File: src/rtl/lsu_lane_pkg.sv
package lsu_lane_pkg;
  typedef enum logic [1:0] {
    SZ_BYTE = 2'b00,
    SZ_HALF = 2'b01,
    SZ_WORD = 2'b10,
    SZ_RSVD = 2'b11
  } acc_size_e;
endpackage

File: src/rtl/lsu_align_chk.sv
module lsu_align_chk
  import lsu_lane_pkg::*;
#(
  parameter int LANES = 4,
  localparam int OFF_W = $clog2(LANES)
) (
  input  logic             req_i,
  input  acc_size_e        size_i,
  input  logic [OFF_W-1:0] off_i,
  output logic             fault_o,
  output logic [OFF_W-1:0] nb_m1_o,
  output logic [LANES-1:0] be_o
);
  logic             misal;
  logic [LANES-1:0] base_mask;

  always_comb begin
    unique case (size_i)
      SZ_BYTE: begin misal = 1'b0;          nb_m1_o = '0;             base_mask = LANES'(1); end
      SZ_HALF: begin misal = off_i[0];      nb_m1_o = OFF_W'(1);      base_mask = LANES'(3); end
      SZ_WORD: begin misal = (off_i != '0); nb_m1_o = OFF_W'(LANES-1); base_mask = '1;       end
      default: begin misal = 1'b1;          nb_m1_o = '0;             base_mask = '0;        end
    endcase
  end

  assign fault_o = req_i & misal;
  assign be_o    = (req_i && !misal) ? (base_mask << off_i) : '0;
endmodule

File: src/rtl/lsu_store_lanes.sv
module lsu_store_lanes #(
  parameter int LANES = 4,
  localparam int OFF_W = $clog2(LANES),
  localparam int DW = LANES * 8
) (
  input  logic [DW-1:0]    wdata_i,
  input  logic [OFF_W-1:0] off_i,
  input  logic [OFF_W-1:0] nb_m1_i,
  input  logic             big_i,
  input  logic [LANES-1:0] be_i,
  output logic [DW-1:0]    lanes_o
);
  for (genvar k = 0; k < LANES; k++) begin : g_lane
    localparam logic [OFF_W-1:0] KK = OFF_W'(k);
    logic [OFF_W-1:0] src;
    // data byte feeding lane k; only meaningful when the lane is enabled
    assign src = big_i ? (off_i + nb_m1_i - KK) : (KK - off_i);
    assign lanes_o[k*8 +: 8] = be_i[k] ? wdata_i[{src, 3'b000} +: 8] : 8'h00;
  end
endmodule

File: src/rtl/lsu_load_extract.sv
module lsu_load_extract #(
  parameter int LANES = 4,
  localparam int OFF_W = $clog2(LANES),
  localparam int DW = LANES * 8
) (
  input  logic [DW-1:0]    rdata_i,
  input  logic [OFF_W-1:0] off_i,
  input  logic [OFF_W-1:0] nb_m1_i,
  input  logic             big_i,
  input  logic             sgn_i,
  output logic [DW-1:0]    data_o
);
  logic [7:0] raw [LANES];
  logic       fill;

  for (genvar j = 0; j < LANES; j++) begin : g_byte
    localparam logic [OFF_W-1:0] JJ = OFF_W'(j);
    logic [OFF_W-1:0] lane;
    assign lane    = big_i ? (off_i + nb_m1_i - JJ) : (off_i + JJ);
    assign raw[j]  = rdata_i[{lane, 3'b000} +: 8];
    assign data_o[j*8 +: 8] = (JJ <= nb_m1_i) ? raw[j] : {8{fill}};
  end

  assign fill = sgn_i & raw[nb_m1_i][7];
endmodule

File: src/rtl/lsu_lane_unit.sv
module lsu_lane_unit
  import lsu_lane_pkg::*;
#(
  parameter int AW = 32,
  parameter int LANES = 4,
  localparam int OFF_W = $clog2(LANES),
  localparam int DW = LANES * 8
) (
  input  logic             clk_i,
  input  logic             rst_ni,
  input  logic             req_i,
  input  logic             we_i,
  input  logic [1:0]       size_i,
  input  logic             signed_i,
  input  logic             big_endian_i,
  input  logic [AW-1:0]    addr_i,
  input  logic [DW-1:0]    wdata_i,
  input  logic [DW-1:0]    mem_rdata_i,
  output logic             misalign_o,
  output logic             mem_req_o,
  output logic             mem_we_o,
  output logic [AW-1:0]    mem_addr_o,
  output logic [LANES-1:0] mem_be_o,
  output logic [DW-1:0]    mem_wdata_o,
  output logic [DW-1:0]    rdata_o,
  output logic             rvalid_o
);
  logic [OFF_W-1:0] off, nb_m1;
  logic             fault, accept;

  // pending load context for the data-return cycle
  logic             ld_vld_q, ld_big_q, ld_sgn_q;
  logic [OFF_W-1:0] ld_off_q, ld_nbm1_q;

  assign off = addr_i[OFF_W-1:0];

  lsu_align_chk #(.LANES(LANES)) u_align (
    .req_i  (req_i),
    .size_i (acc_size_e'(size_i)),
    .off_i  (off),
    .fault_o(fault),
    .nb_m1_o(nb_m1),
    .be_o   (mem_be_o)
  );

  lsu_store_lanes #(.LANES(LANES)) u_store (
    .wdata_i(wdata_i),
    .off_i  (off),
    .nb_m1_i(nb_m1),
    .big_i  (big_endian_i),
    .be_i   (mem_be_o),
    .lanes_o(mem_wdata_o)
  );

  assign accept     = req_i & ~fault;
  assign misalign_o = fault;
  assign mem_req_o  = accept;
  assign mem_we_o   = accept & we_i;
  assign mem_addr_o = {addr_i[AW-1:OFF_W], {OFF_W{1'b0}}};

  always_ff @(posedge clk_i or negedge rst_ni) begin
    if (!rst_ni) begin
      ld_vld_q  <= 1'b0;
      ld_big_q  <= 1'b0;
      ld_sgn_q  <= 1'b0;
      ld_off_q  <= '0;
      ld_nbm1_q <= '0;
    end else begin
      ld_vld_q <= accept & ~we_i;
      if (accept && !we_i) begin
        ld_big_q  <= big_endian_i;
        ld_sgn_q  <= signed_i;
        ld_off_q  <= off;
        ld_nbm1_q <= nb_m1;
      end
    end
  end

  lsu_load_extract #(.LANES(LANES)) u_load (
    .rdata_i(mem_rdata_i),
    .off_i  (ld_off_q),
    .nb_m1_i(ld_nbm1_q),
    .big_i  (ld_big_q),
    .sgn_i  (ld_sgn_q),
    .data_o (rdata_o)
  );

  assign rvalid_o = ld_vld_q;
endmodule

File: config.mk
export PLATFORM = sky130hd
export DESIGN_NAME = lsu_lane_unit
export DESIGN_NICKNAME = d
export VERILOG_FILES = /design/src/rtl/lsu_lane_pkg.sv /design/src/rtl/lsu_align_chk.sv /design/src/rtl/lsu_store_lanes.sv /design/src/rtl/lsu_load_extract.sv /design/src/rtl/lsu_lane_unit.sv
export SDC_FILE = /design/constraint.sdc
export NUM_CORES = 1
export LEC_CHECK = 0
export ABC_AREA = 1
export BUFFER_PORTS_ARGS = -buffer_cell sky130_fd_sc_hd__clkbuf_2
export CAP_MARGIN = 20
export CORE_UTILIZATION = 45
export CTS_CLUSTER_SIZE = 30
export DETAILED_ROUTE_END_ITERATION = 6
export PLACE_DENSITY_LB_ADDON = 0.1
export SLEW_MARGIN = 0
export SYNTH_ARGS = -nofsm -noshare
export SYNTH_HDL_FRONTEND = slang
export SYNTH_SLANG_ARGS = --single-unit
export TNS_END_PERCENT = 5
File: constraint.sdc
create_clock -name clk_i -period 2.82 [get_ports clk_i]
set_input_delay 0.282 -clock clk_i [delete_from_list [all_inputs] [get_ports clk_i]]
set_output_delay 0.282 -clock clk_i [all_outputs]
set_load 0.01 [all_outputs]
==> impl_results.md, run 1 <==
- Result of the run: complete, no violations
- CP required: 2540 ps
- Critical R2R Capture: ld_sgn_q
- Min Clock Period, post-route: 2633 ps
- Pre-Repair DR Iteration Count: 7
- CTS buffer count: 3
- Worst reg-to-reg setup slack: 1920 ps
- Rel. slew slack: 62.29%
- Antenna diode count: 0
- Worst-path cell chain: ha_1 > nand2_1 > nand2_2 > o21ai_1 > nand2_2 > nand2_4 > nand2_2 > nand2_2 > nand2_2 > nand2_4 > nand4_4 > nand2_1 > clkbuf_2
- Final nets: ~750
- Core Util, Final: ~56%
- Placement Rows: 28
- Max incr delay on CP: 420 ps
- Post-route ant nets: 0
- Largest net degree at the start of global routing: 57
- Number of flops mapped to enable cells by yosys: 0
- Max Transition Viols Final: 0
- Top_reg_cell synth: dfrtp_1
- DPL Wire Length: 6.589 mm
- Period utilization: between 90% and 100%
- FMAX: 379.8 MHz
- Netlist Area Pre-Place: 2765 um^2
- Worst Setup End Kind: output port
- Remaining Overflow, GRT: 0
- Max Cap Viol: 0
- Register area: 175.2 um^2
- Worst hold start: signed_i
- Synthesized instance count: 540
- # DRC: 0
- Leakage: slightly above 2 nW
- Placed Cells: 710
- Register area share after synthesis: around 6.3%
- Yosys cell types: 31
- Setup CP Type: flip-flop to output port
- Hold worst-path end: ld_sgn_q
- Top cells by area, synth: nand2_1, o21ai_0, nor2_1
- Setup TNS Final: 0 ps
- R2R cell count: 1
- Hold Fails Final Rpt: 0
- Worst-Skew Late Latency: between 200 and 250 ps
- CTS Root Cell: clkbuf_8
- Hold path depth: 2
- DRT iter0 DRCs: 158
- Most used cell, CP: nand2_2
- Port Buffers: 145
- Initial Utilization: between 40% and 50%
- Final Skew: 0 ps
- Worst Setup Slack, final: approximately 190 ps
- Dpl ws: about 310 ps
- Worst Hold Class: input pin to flip-flop
- VDD IR-drop max: ~0.49 mV
- GRT Total Usage: between 20% and 30%
- Layout cells sized above 1: 27.97%
- RR Startpoint: ld_sgn_q
- CTS Buffer Depth: 2
- First-pass GRT wire length: roughly 13 mm
- Synth area leader: nand2_1
- Post-synthesis register bit count: 7
- Synth top area share: 18.33%
- Clock-pin slew on the worst setup and hold paths: about 40 ps
- Synth Warn #: 0
- Routed wire per std cell: ~11 um
- Number of global-route vias before repair: 3038
- I/O pin cnt: about 210
- DR vias: 3490
- Initial antenna violation count: 0
- Max H-tree Level: 1
- Async set-reset flop share out of synthesis: 100.0%
- Pwr Density: approximately 580 nW/um^2
- Largest delay contributor family on the critical path: simple AND/OR/NAND/NOR gates
- Fillers: 648
- Critical Path Start Type: flip-flop
- Worst Max-Slew Pin Slew: 563.5 ps
- CTS sink count: 7
- Area Overhead vs Synth: 20.36%
- Die area: 6463 um^2
- CORE AREA: ~6000 um^2
- Bufs and invs on worst path: 1
- Die Ht: around 80 um
- Die Wd: 80.39 um
- Worst Path Arrival: 2350 ps
- RSZ-0062 raised after global routing: no
- CTS tree: yes
- Post-Layout Cell Count: 715
- Multi-input logic area: ~2000 um^2
- GPL Wtd Cong: 0.8707
- Mean Syn Cell Area: slightly above 5 um^2
- Post-CTS setup buffer count: 0
- Setup violations, final: 0
- Routed WL: 7.926 mm
- Worst-path maximum fanout: 17
- CP max-delay cell: dfrtp_1
- Drt via density: 4.881
[how the worst max path moves through the flow]
stage	from	endpoint	slack, ps	cells past startpoint
3_3_place_gp	size_i[0]	mem_wdata_o[21]	350	13
3_5_place_dp	size_i[0]	mem_wdata_o[10]	310	12
5_1_grt	ld_off_q[0]	rdata_o[10]	4	13
2_1_floorplan	size_i[0]	mem_wdata_o[18]	730	11
6_report	ld_off_q[0]	rdata_o[10]	190	13
4_1_cts	ld_off_q[0]	rdata_o[10]	190	13
[routing by layer]
layer | part of all wire (%) | wire, um | global-route usage [%] | vias up
met3 | 7.9 | 627 | 4.091 | 6
met5 | 0 | 0 | 0 | -
met2 | 47 | 3700 | 43.81 | 137
li1 | - | - | - | 1892
met1 | 45 | 3532 | 30.45 | 1455
met4 | 0.83 | 66 | 5.714 | 0
[Yosys cell counts (all sizes together) (2+ instances only)]
cell / number
ha: 7
nor2: 98
inv: 60
o21ai: 88
o211ai: 6
nand3: 36
nor3: 2
clkbuf: 7
nand2: 145
dfrtp: 7
a21oi: 28
buf: 48
[stage by stage]
| stage | total power [mW] | hold WS (ps) | cell area [um^2] |
|---|---|---|---|
| 3_5_place_dp | 1.776 | 125.0 | 3271 |
| 4_1_cts | 1.924 | 292.3 | 3326 |
| 2_1_floorplan | 1.356 | -13.59 | 2769 |
| 6_report | 1.917 | 296.1 | 3328 |
| 3_3_place_gp | 1.753 | 122.0 | 3271 |
| 5_1_grt | 2.162 | 308.2 | 3328 |
[final cells by class]
| cell class | count | area share [%] |
|---|---|---|
| Timing Repair Buffer | 150 | 23.38 |
| Inverter | 60 | 6.842 |
| Sequential cell | 7 | 5.263 |
| Multi-Input combinational cell | 419 | 60.34 |
| Tap cell | 75 | 2.820 |
| Clock buffer | 4 | 1.353 |
[cell usage in the layout, fill, tap and decap left out]
cell           netlist  final
nor2_2               1      1
nand2_4              2      2
nor3_1               1      1
a21oi_1             28     28
mux2_2               1      1
clkbuf_1             7      1
conb_1               1      2
xor2_1               1      1
buf_12               0      1
clkbuf_2             0    145
o21ai_1              3      3
o211ai_1             6      6
o21ai_0             83     83
nor2_1              97     97
nand4_4              1      1
dfrtp_1              7      7
inv_4                1      1
buf_4               33      3
nand3_4              2      2
xnor2_2              1      1
clkbuf_8             0      3
nand3_1             34     34
inv_1               54     54
nand2_2              8      9
o21ai_2              2      1
ha_1                 7      7
o21ai_4              0      1
nand2_1            135    134
or2_1                1      1
inv_2                5      5
a211oi_4             1      1
nor3_4               1      1
dlygate4sd3_1        0      1
mux2i_1              1      1
[report_power, final]
| part | switching (mW) | internal [mW] |
|---|---|---|
| clock | 0.0412 | 0.0977 |
| sequential | 0.0288 | 0.119 |
| combinational | 1.07 | 0.563 |
| total | 1.14 | 0.780 |
[registers in the layout, summed over array words and instances (netlist names)]
| name | count |
|---|---|
| ld_off_q | 2 |
| rvalid_o | 1 |
| ld_nbm1_q | 2 |
| ld_sgn_q | 1 |
| ld_big_q | 1 |
[timing repair]
| item | 4_1_cts | 5_1_grt |
|---|---|---|
| endpoints found under the hold margin | 7 | 0 |
| hold buffers | 1 | 0 |
| gates resized for setup | 0 | 1 |
| endpoints found under the setup margin | 0 | 7 |
[cell families (layout without fill, tap and decap cells)]
| group | Yosys count | in the layout | synth area share [%] |
|---|---|---|---|
| muxes | 2 | 2 | 0.7692 |
| AOI/OAI and AO/OA | 123 | 123 | 23.62 |
| other | 1 | 2 | 0.1356 |
| buffers and inverters | 115 | 214 | 21.54 |
| and+or+nand+nor | 283 | 283 | 43.53 |
| xor gates and xnor gates | 2 | 2 | 0.9052 |
| adders and majority gates | 7 | 7 | 3.167 |
| DFF | 7 | 7 | 6.335 |
Note: power is estimated with default switching activity, not from simulation.
==> inputs of run 2 (changes only) <==
MAX_ROUTING_LAYER = met4   (was not set)
==> impl_results.md, run 2 (synthesis gave the netlist of run 1 again) <==
- CTS sink count: 7
- Max Cap Viol: 0
- Worst-path maximum fanout: 17
- DPL Wire Length: 6.586 mm
- Port Buffers: 145
- Pwr Density: 582.9 nW/um^2
- VDD IR-drop max: 0.5007 mV
- Min Clock Period, post-route: 2654 ps
- DR vias: 3535
- GPL Wtd Cong: 0.8990
- Setup violations, final: 0
- Core Util, Final: 56.38%
- Antenna diode count: 0
- Worst Setup End Kind: output port
- GRT Total Usage: 24.54%
- Final nets: 752
- Area Overhead vs Synth: 20.72%
- Post-route ant nets: 0
- Final Skew: 0 ps
- CTS Buffer Depth: 2
- Multi-input logic area: between 2000 and 2500 um^2
- RR Startpoint: ld_nbm1_q[0]
- Rel. slew slack: 52.44%
- Remaining Overflow, GRT: 0
- First-pass GRT wire length: 12.68 mm
- Initial Utilization: 46.70%
- # DRC: 0
- Fillers: between 600 and 700
- Routed WL: 7.988 mm
- Largest delay contributor family on the critical path: simple AND/OR/NAND/NOR gates
- Pre-Repair DR Iteration Count: 7
- Worst Path Arrival: 2370 ps
- Worst-path cell chain: ha_1 > nand2_1 > nand2_2 > o21ai_1 > nand2_2 > nand2_8 > nand2_2 > nand2_2 > nand2_2 > nand2_4 > nand4_4 > nand2_1 > clkbuf_2
- Hold path depth: 2
- Met3 GRT Util: 3.636%
- Die Ht: around 80 um
- Die Wd: 80.39 um
- Layer with the highest usage: met2
- Drt via density: 4.944
- CP required: 2540 ps
- Max incr delay on CP: 420 ps
- Leakage: 2.016 nW
- Setup CP Type: flip-flop to output port
- Routed wire per std cell: between 10 and 15 um
- Leading cell type in the layout, fill and taps excluded: clkbuf_2
- Hold Fails Final Rpt: 0
- Largest regs: ld_nbm1_q x2, ld_off_q x2
- Most used cell, CP: nand2_2
- R2R cell count: 2
- Worst path depth: 13
- CTS buffer count: 3
- Number of global-route vias before repair: 2901
- Register area: 175.2 um^2
- Worst hold start: signed_i
- I/O pin cnt: 208
- RSZ-0062 raised after global routing: yes
- CTS Root Cell: clkbuf_8
- Largest net degree at the start of global routing: 57
- Max Transition Viols Final: 0
- Worst Max-Slew Pin Slew: 711.6 ps
- Result of the run: complete, no violations
- Placement Rows: 28
- Worst reg-to-reg setup slack: roughly 1900 ps
- Period utilization: 94.12%
- FMAX: 376.8 MHz
- Met2 Use GR: between 40% and 50%
- DRT iter0 DRCs: 174
- GR Util met1: 29.38%
- CORE AREA: 5921 um^2
- Hold worst-path end: ld_sgn_q
- Bufs and invs on worst path: 1
- Critical R2R Capture: ld_nbm1_q[0]
- Die area: around 6500 um^2
- Max H-tree Level: 1
- Critical Path Start Type: flip-flop
- Clock-pin slew on the worst setup and hold paths: 40 ps
- CTS tree: yes
- Worst Hold Class: input pin to flip-flop
- Most frequent cells in the layout: clkbuf_2, nand2_1, nor2_1, o21ai_0, inv_1
- Layout cells sized above 1: 27.81%
- Tot Pwr: 1.946 mW
- Setup TNS Final: 0 ps
- Initial antenna violation count: 0
- CP max-delay cell: dfrtp_1
- Worst-Skew Late Latency: ~230 ps
[run 2: cell count changes in the layout (fill, tap and decap cells not counted)]
cell     before  now
buf_4         3    2
buf_6         0    1
nand2_2       9    8
nand2_4       2    1
nand2_1     134  135
nand2_8       0    1
[run 2: worst register-to-register path, cell delays in order, from the launching register on]
cell	delay (ps)
dfrtp_1	430
inv_1	210
o21ai_0	130
[run 2: repair_timing]
item                                   in CTS  in global routing
hold buffers                                1                  0
gates resized for setup                     0                  2
setup endpoints to repair                   0                  4
buffers inserted                            0                  0
endpoints found under the hold margin       7                  0
[run 2: how the worst max path moves through the flow]
stage,end,start,slack [ps]
after CTS,rdata_o[10],ld_off_q[0],160
after detailed placement,mem_wdata_o[10],size_i[0],290
after floorplan,mem_wdata_o[18],size_i[0],730
after global placement,mem_wdata_o[21],size_i[0],350
final,rdata_o[10],ld_off_q[0],170
after global routing,rdata_o[10],ld_off_q[0],-5
[run 2: layer usage]
| layer | up-vias | part of all wire (%) |
|---|---|---|
| li1 | 1891 | - |
| met1 | 1482 | 45 |
| met2 | 148 | 45 |
| met3 | 14 | 8.3 |
| met4 | 0 | 1.6 |
| met5 | - | 0 |
[run 2: per-stage QoR]
step	worst slack (ps)	area, um^2	cells	hold WS, ps
detailed placement	288.5	3271	710	125.1
CTS	155.8	3326	715	288.5
global route	-4.519	3338	715	315.3
global placement	353.1	3271	710	122.5
finish	165.8	3338	715	287.3
floorplan	726.8	2769	541	-13.59
[run 2: area by class of cell]
class / count / area share, %
timing repair buffer: 150 / 23.43
sequential: 7 / 5.247
clock buffer: 4 / 1.349
tap: 75 / 2.811
inverter: 60 / 6.822
multi-input combinational: 419 / 60.34
[run 2: power by group]
part | leakage (nW) | total (mW) | internal, mW | switching, mW
combinational | 1.91 | 1.66 | 0.572 | 1.08
clock | 0.0228 | 0.143 | 0.0979 | 0.0449
sequential | 0.0861 | 0.148 | 0.119 | 0.0286
total | 2.02 | 1.95 | 0.789 | 1.16
